File: src/rtl/dma_rslt_pkg.sv
package dma_rslt_pkg;

    typedef struct packed {
        logic err;
        logic flush;
        logic done;
    } rflags_t;

    typedef enum logic [2:0] {
        RG_NONE,
        RG_RES,
        RG_FLUSH,
        RG_STAT,
        RG_CONF,
        RG_IRQ
    } region_e;

    localparam int W_VALID_BIT = 31;
    localparam int W_ERR_BIT   = 3;
    localparam int W_FLUSH_BIT = 2;
    localparam int W_DONE_BIT  = 1;
    localparam int ST_HAVE_BIT = 1;

    function automatic logic [31:0] mk_word(input logic have, input rflags_t f);
        logic [31:0] w;
        w = '0;
        if (have) begin
            w[W_VALID_BIT] = 1'b1;
            w[W_ERR_BIT]   = f.err;
            w[W_FLUSH_BIT] = f.flush;
            w[W_DONE_BIT]  = f.done;
        end
        return w;
    endfunction

endpackage

File: src/rtl/dma_rslt_dec.sv
module dma_rslt_dec
    import dma_rslt_pkg::*;
#(
    parameter int NCH    = 16,
    parameter int ADDR_W = 12,
    localparam int CH_W  = $clog2(NCH)
) (
    input  logic [ADDR_W-1:0] addr,
    output region_e           region,
    output logic [CH_W-1:0]   idx
);
    localparam int PG_W = ADDR_W - 6;
    localparam logic [PG_W-1:0] PG_RES   = PG_W'(1);
    localparam logic [PG_W-1:0] PG_FLUSH = PG_W'(2);
    localparam logic [PG_W-1:0] PG_STAT  = PG_W'(8);
    localparam logic [PG_W-1:0] PG_CONF  = PG_W'(12);
    localparam logic [ADDR_W-1:0] A_IRQ  = ADDR_W'(12'h3C0);

    logic [PG_W-1:0] page;
    logic [3:0]      slot;
    logic            in_range;

    always_comb begin
        page     = addr[ADDR_W-1:6];
        slot     = addr[5:2];
        in_range = ({28'b0, slot} < NCH) && (addr[1:0] == 2'b00);
        idx      = addr[2 +: CH_W];
        region   = RG_NONE;
        if (addr == A_IRQ)                      region = RG_IRQ;
        else if (in_range && page == PG_RES)    region = RG_RES;
        else if (in_range && page == PG_FLUSH)  region = RG_FLUSH;
        else if (in_range && page == PG_STAT)   region = RG_STAT;
        else if (in_range && page == PG_CONF)   region = RG_CONF;
    end
endmodule

File: src/rtl/dma_rslt_chan.sv
module dma_rslt_chan
    import dma_rslt_pkg::*;
(
    input  logic       clk,
    input  logic       rst_n,
    input  logic       ev_valid,
    input  logic       ev_err,
    output logic       ev_ready,
    input  logic       wr_cfg,
    input  logic       wr_flush,
    input  logic [1:0] wdata,
    input  logic       pop,
    output rflags_t    head,
    output logic       have,
    output logic [1:0] cfg,
    output logic       abort,
    output logic       irq_bit
);
    localparam int DEPTH = 2;

    typedef struct packed {
        rflags_t [DEPTH-1:0] slot;
        logic                hd;
        logic [1:0]          cnt;
        logic [1:0]          cfg;
        logic                fpend;
        logic                abort;
    } cstate_t;

    cstate_t s_d, s_q;
    logic    space, pop_ok, push_fl, push_ev, tail;

    always_comb begin
        s_d      = s_q;
        s_d.abort = 1'b0;
        space    = (s_q.cnt < 2'(DEPTH));
        pop_ok   = pop && (s_q.cnt != 2'd0);
        push_fl  = s_q.fpend && space;
        ev_ready = space && !s_q.fpend;
        push_ev  = ev_valid && ev_ready;
        tail     = s_q.hd ^ s_q.cnt[0];

        if (wr_cfg) s_d.cfg = wdata;
        if (push_fl) begin
            s_d.slot[tail] = '{err: 1'b0, flush: 1'b1, done: 1'b0};
            s_d.fpend      = 1'b0;
        end else if (push_ev) begin
            s_d.slot[tail] = '{err: ev_err, flush: 1'b0, done: 1'b1};
        end
        if (wr_flush) begin
            s_d.abort = 1'b1;
            if (s_q.cfg[1]) s_d.fpend = 1'b1;
        end
        if (pop_ok) s_d.hd = ~s_q.hd;
        s_d.cnt = s_q.cnt + 2'(push_fl || push_ev) - 2'(pop_ok);

        head    = s_q.slot[s_q.hd];
        have    = (s_q.cnt != 2'd0);
        cfg     = s_q.cfg;
        abort   = s_q.abort;
        irq_bit = have && s_q.cfg[0];
    end

    always_ff @(posedge clk or negedge rst_n) begin
        if (!rst_n) s_q <= '0;
        else        s_q <= s_d;
    end

    p_no_overflow_r3: assert property (@(posedge clk) disable iff (!rst_n)
        s_q.cnt <= 2'(DEPTH));
    p_stall_full_r4: assert property (@(posedge clk) disable iff (!rst_n)
        (ev_valid && s_q.cnt == 2'(DEPTH)) |-> !ev_ready);
    p_offer_held_r4: assert property (@(posedge clk) disable iff (!rst_n)
        (ev_valid && !ev_ready) |=> ev_valid);
    p_abort_pulse_r7: assert property (@(posedge clk) disable iff (!rst_n)
        wr_flush |=> abort);
    p_flush_first_r9: assert property (@(posedge clk) disable iff (!rst_n)
        s_q.fpend |-> !ev_ready);
endmodule

File: src/rtl/dma_rslt_irq.sv
module dma_rslt_irq
    import dma_rslt_pkg::*;
#(
    parameter int NCH    = 16,
    parameter int ADDR_W = 12
) (
    input  logic              clk,
    input  logic              rst_n,
    input  logic [NCH-1:0]    ev_valid,
    input  logic [NCH-1:0]    ev_err,
    output logic [NCH-1:0]    ev_ready,
    output logic [NCH-1:0]    abort,
    input  logic              reg_wr,
    input  logic              reg_rd,
    input  logic [ADDR_W-1:0] reg_addr,
    input  logic [31:0]       reg_wdata,
    output logic [31:0]       reg_rdata,
    output logic              irq
);
    localparam int CH_W = $clog2(NCH);

    region_e         region;
    logic [CH_W-1:0] idx;
    rflags_t         head_a [NCH];
    logic [1:0]      cfg_a  [NCH];
    logic [NCH-1:0]  have_v, irq_v;

    dma_rslt_dec #(.NCH(NCH), .ADDR_W(ADDR_W)) u_dec (
        .addr(reg_addr), .region(region), .idx(idx)
    );

    for (genvar i = 0; i < NCH; i++) begin : g_ch
        logic hit;
        assign hit = (idx == CH_W'(i));
        dma_rslt_chan u_ch (
            .clk      (clk),
            .rst_n    (rst_n),
            .ev_valid (ev_valid[i]),
            .ev_err   (ev_err[i]),
            .ev_ready (ev_ready[i]),
            .wr_cfg   (reg_wr && region == RG_CONF && hit),
            .wr_flush (reg_wr && region == RG_FLUSH && hit),
            .wdata    (reg_wdata[1:0]),
            .pop      (reg_rd && region == RG_RES && hit),
            .head     (head_a[i]),
            .have     (have_v[i]),
            .cfg      (cfg_a[i]),
            .abort    (abort[i]),
            .irq_bit  (irq_v[i])
        );
    end

    always_comb begin
        reg_rdata = '0;
        case (region)
            RG_RES:  reg_rdata = mk_word(have_v[idx], head_a[idx]);
            RG_STAT: reg_rdata[ST_HAVE_BIT] = have_v[idx];
            RG_CONF: reg_rdata[1:0] = cfg_a[idx];
            RG_IRQ:  reg_rdata[NCH-1:0] = irq_v;
            default: reg_rdata = '0;
        endcase
        irq = |irq_v;
    end

    p_irq_line_r5: assert property (@(posedge clk) disable iff (!rst_n)
        irq |-> (have_v != '0));
endmodule

File: config.mk
export PLATFORM = sky130hd
export DESIGN_NAME = dma_rslt_irq
export DESIGN_NICKNAME = d
export VERILOG_FILES = /design/src/rtl/dma_rslt_pkg.sv /design/src/rtl/dma_rslt_dec.sv /design/src/rtl/dma_rslt_chan.sv /design/src/rtl/dma_rslt_irq.sv
export SDC_FILE = /design/constraint.sdc
export NUM_CORES = 1
export LEC_CHECK = 0
export CAP_MARGIN = 20
export CORE_ASPECT_RATIO = 1.1
export CORE_MARGIN = 2
export CORE_UTILIZATION = 56
export DETAILED_ROUTE_END_ITERATION = 6
export GPL_TIMING_DRIVEN = 0
export HOLD_SLACK_MARGIN = 0.02
export PLACE_DENSITY = 0.81
export SLEW_MARGIN = 20
export SYNTH_ARGS = -nofsm -noshare
export SYNTH_HDL_FRONTEND = slang
export SYNTH_SLANG_ARGS = --single-unit
File: constraint.sdc
create_clock -name clk -period 3.5 [get_ports clk]
set_input_delay 0.875 -clock clk [delete_from_list [all_inputs] [get_ports clk]]
set_output_delay 0.875 -clock clk [all_outputs]
set_load 0.01 [all_outputs]
==> metrics.csv, run 1 <==
stage,metric,value,unit
status,status,finished with violations,
status,violations,negative setup slack,
die,core,19800,um^2
drt,drt_first_pass_iters,5,
synthesis,synth-xor-area-share,0.0621,
synthesis,synth_flop_cell,dfrtp_1,
drt,drt-vias-per-instance,6.07,
cells_and_area,area_delta_synth_final,24.2,%
synthesis,synth_fa_ha_area_frac,0.0355,
sta,period_minus_slack,3.53,ns
sta,worst_slew_pin_slew,0.728,ns
setup_path,worstPathRequired,2.62,ns
drt,wirelength,30.4,mm
cells_and_area,final_util,0.708,
clocking,tritoncts,done,
sta,skew,0.0171,ns
setup_path,crit_start,reg_addr[2],
placed_design,place_congestion,0.947,
power_and_ir_drop,ir_drop,376,uV
sta,rsz0062_at_grt,yes,
clocking,clk_pin_slew_worst_paths,0.06,ns
synthesis,synthDistinctLibCells,51,
power_and_ir_drop,leakagePower,6.09,nW
setup_path,critical_path_arrival,2.66,ns
synthesis,syn_area_per_cell,10.1,um^2
synthesis,synth_top_family_by_area,compound AO/OA/AOI/OAI gates,
drt,antenna_left,0,
clocking,cts_hold_buf,0,
flow_run,maxCapViolCount,0,
placed_design,dpl.hpwl,20.0,mm
cells_and_area,drive_gt1_frac,0.215,
cells_and_area,nets,1369,
sta,setup_tns,-0.130,ns
synthesis,yosysWarnings,0,
placed_design,numPortBuffers,81,
synthesis,async_flop_share,1.00,
sta,fmax,283,MHz
grt,grt_first_pass_wirelength,47.8,mm
setup_path,critPathMaxFanout,10,
synthesis,synth_edf_count,0,
synthesis,netlist_area,11300,um^2
drt,wl_per_cell,19.9,um
clocking,cts_root_buffer,clkbuf_16,
cells_and_area,regArea,5200,um^2
sta,setup_ws,-0.0342,ns
synthesis,ys_ff_latch,208,
clocking,cts_max_path_buffers,3,
die,io_pins,145,
die,die-area,21300,um^2
clocking,cts_buffers,23,
setup_path,slowest_stage,a221oi_2,
clocking,cts_max_level,1,
sta,slew_headroom,0.514,
setup_path,r2r_start,g_ch[2].u_ch.s_q[5],
cells_and_area,n_fill_cell,1373,
drt,drtIter0Drc,831,
die,rows,54,
synthesis,muxShareOfSynthArea,0.111,
power_and_ir_drop,power.density,596,nW/um^2
grt,antenna_found_initial,1,
clocking,clock_sinks,208,
setup_path,crit_chain,buf_8 -> buf_12 -> buf_12 -> nor2_4 -> buf_4 -> a221oi_2 -> o22a_1 -> nand4_1 -> nand3_1 -> buf_2,
grt,grt_max_degree,81,
synthesis,synth_compound_area_frac,0.141,
setup_path,start_kind,primary input,
synthesis,yosys.area_share.simple,0.117,
drt,remaining_drc_errors,0,
sta,slew_viol_final,0,
die,die_h,153,um
setup_path,worstSetupPathType,primary input to output pin,
sta,hold_violations,0,
cells_and_area,multi_input_area,5770,um^2
sta,period_share,1.01,
synthesis,syn_inst,1117,
setup_path,crit_family,buffers and inverters,
cells_and_area,diodes,0,
die,initial_utilization,0.570,
drt,num_vias,9253,
die,die_x,139,um
setup_path,crit_buf_inv,5,
setup_path,cp_common_cell,buf_12,
synthesis,synth-seq-area-share,0.461,
setup_path,critPathMaxStageDelay,0.41,ns
grt,track_usage,0.277,
worst_hold_path,hold_path_class,primary input to async pin,
clocking,worstSkewPairLatency,0.52,ns
grt,overflow,0,
grt,grt_pass1_vias,9119,
sta,setup-violations-final,7,
setup_path,cp-end-kind,output pin,
==> kinds of logic (layout without fill, tap and decap cells) <==
| family | count (synthesis) | in the layout |
|---|---|---|
| other | 1 | 15 |
| DFF | 208 | 208 |
| and+or+nand+nor | 274 | 274 |
| adders and majority gates | 32 | 32 |
| muxes | 98 | 98 |
| AOI/OAI and AO/OA | 261 | 261 |
| xor gates and xnor gates | 80 | 80 |
| buffers and inverters | 163 | 305 |
==> power breakdown <==
group	internal [mW]	total, mW	switching, mW
clock network	1.53	2.53	1.00
registers	2.77	3.23	0.462
logic	1.14	2.59	1.46
total	5.44	8.36	2.92
==> stage by stage <==
| stage | setup WS (ns) | instance area (um^2) | power (mW) | cells | hold WS, ns |
|---|---|---|---|---|---|
| global placement | -7.03 | 12500 | 5.48 | 1464 | 0.481 |
| global route | -0.0343 | 14000 | 8.81 | 1525 | 0.337 |
| floorplan | 0.224 | 11300 | 4.82 | 1131 | 0.465 |
| CTS | 0.00169 | 13900 | 8.24 | 1528 | 0.317 |
| detailed placement | -1.76 | 12500 | 5.61 | 1466 | 0.484 |
| finish | -0.0342 | 14000 | 8.36 | 1525 | 0.294 |
==> worst reg2reg max path: stages (launching register included) <==
cell and delay, ns:
dfrtp_1 0.41, clkbuf_1 0.44, o21ai_0 0.27, nor2_4 0.18, ha_1 0.25, inv_1 0.07
ha_2 0.19, xnor2_2 0.12, xnor2_1 0.11
==> layer usage <==
layer	global-route usage	routed length (um)	up-vias
met1	0.361	11600	4469
met4	0.110	1420	2
met5	0	14	-
met2	0.458	14500	544
li1	-	-	4102
met3	0.0570	2870	136
==> area by class of cell <==
cell class	instances	area share
Timing Repair Buffer	115	0.0819
Tap cell	252	0.0225
Sequential cell	208	0.371
Clock buffer	33	0.0473
Buffer	114	0.0480
Inverter	35	0.00955
Multi-Input combinational cell	760	0.411
Clock inverter	8	0.00821
==> registers in the layout, indices dropped and copies added (netlist names) <==
| signal | count |
|---|---|
| g_ch.u_ch.abort | 16 |
| g_ch.u_ch.cfg | 32 |
| g_ch.u_ch.s_q | 160 |
==> cell usage after synthesis (3+ instances only) <==
library cell	number	area share
xnor2_1	48	0.037
clkbuf_1	72	0.024
dfrtp_1	208	0.46
buf_2	4	0.0018
a2111oi_0	3	0.0023
buf_4	48	0.032
and2_1	4	0.0022
nor3_1	7	0.0031
o22ai_1	10	0.0055
a22o_1	47	0.036
a31oi_1	32	0.018
buf_1	3	0.0010
mux2i_1	40	0.035
nand4_1	7	0.0039
mux4_2	18	0.036
nand2_4	3	0.0030
nor3_4	5	0.0072
a21oi_1	66	0.029
a221oi_1	4	0.0031
o21ai_0	89	0.039
inv_1	34	0.011
nor2b_1	34	0.019
nand2b_1	4	0.0022
nor2_1	145	0.048
mux2_2	40	0.040
nand2_1	49	0.016
xor2_1	32	0.025
ha_1	32	0.035
==> worst paths after layout <==
check / to / slack, ns / cells after the start
min in group clk: g_ch[5].u_ch.s_q[8] / 0.50 / 1
worst min-delay path: g_ch[15].u_ch.s_q[7] / 0.29 / 1
max in group asynchronous: g_ch[8].u_ch.s_q[5] / 2.14 / 3
worst min register to register: g_ch[5].u_ch.s_q[8] / 0.50 / 1
worst max register to register: g_ch[2].u_ch.s_q[5] / 1.32 / 8
worst max-delay path: reg_rdata[1] / -0.03 / 10
==> placed cells by master, fill, tap and decap left out, types with 9 or more instances in the layout <==
cell type and instances:
dfrtp_1 208, nor2_1 123, buf_4 76, o21ai_0 74
a21oi_1 65, clkbuf_1 60, clkdlybuf4s50_1 56, nand2_1 47
a22o_1 47, xnor2_1 45, mux2i_1 40, mux2_2 40
inv_1 34, nor2b_1 33, a31oi_1 32, xor2_1 32
ha_1 28, clkbuf_16 23, mux4_2 18, conb_1 15
nor2_2 13, nor3_4 10, nor2_4 9
==> what timing repair did <==
| action | CTS | global route |
|---|---|---|
| gates resized for setup | 159 | 32 |
| setup endpoints to repair | 18 | 35 |
| pin swaps | 26 | 14 |
| hold endpoints to repair | 0 | 0 |
| setup buffers | 28 | 6 |
| gates cloned | 1 | 0 |
Power figures use the tool's default switching activity.
==> inputs of run 2 (changes only) <==
Settings changed: GPL_ROUTABILITY_DRIVEN set to 0.
==> results of run 2 <==
The final DEF is identical to that of run 1; final timing and power are the same.
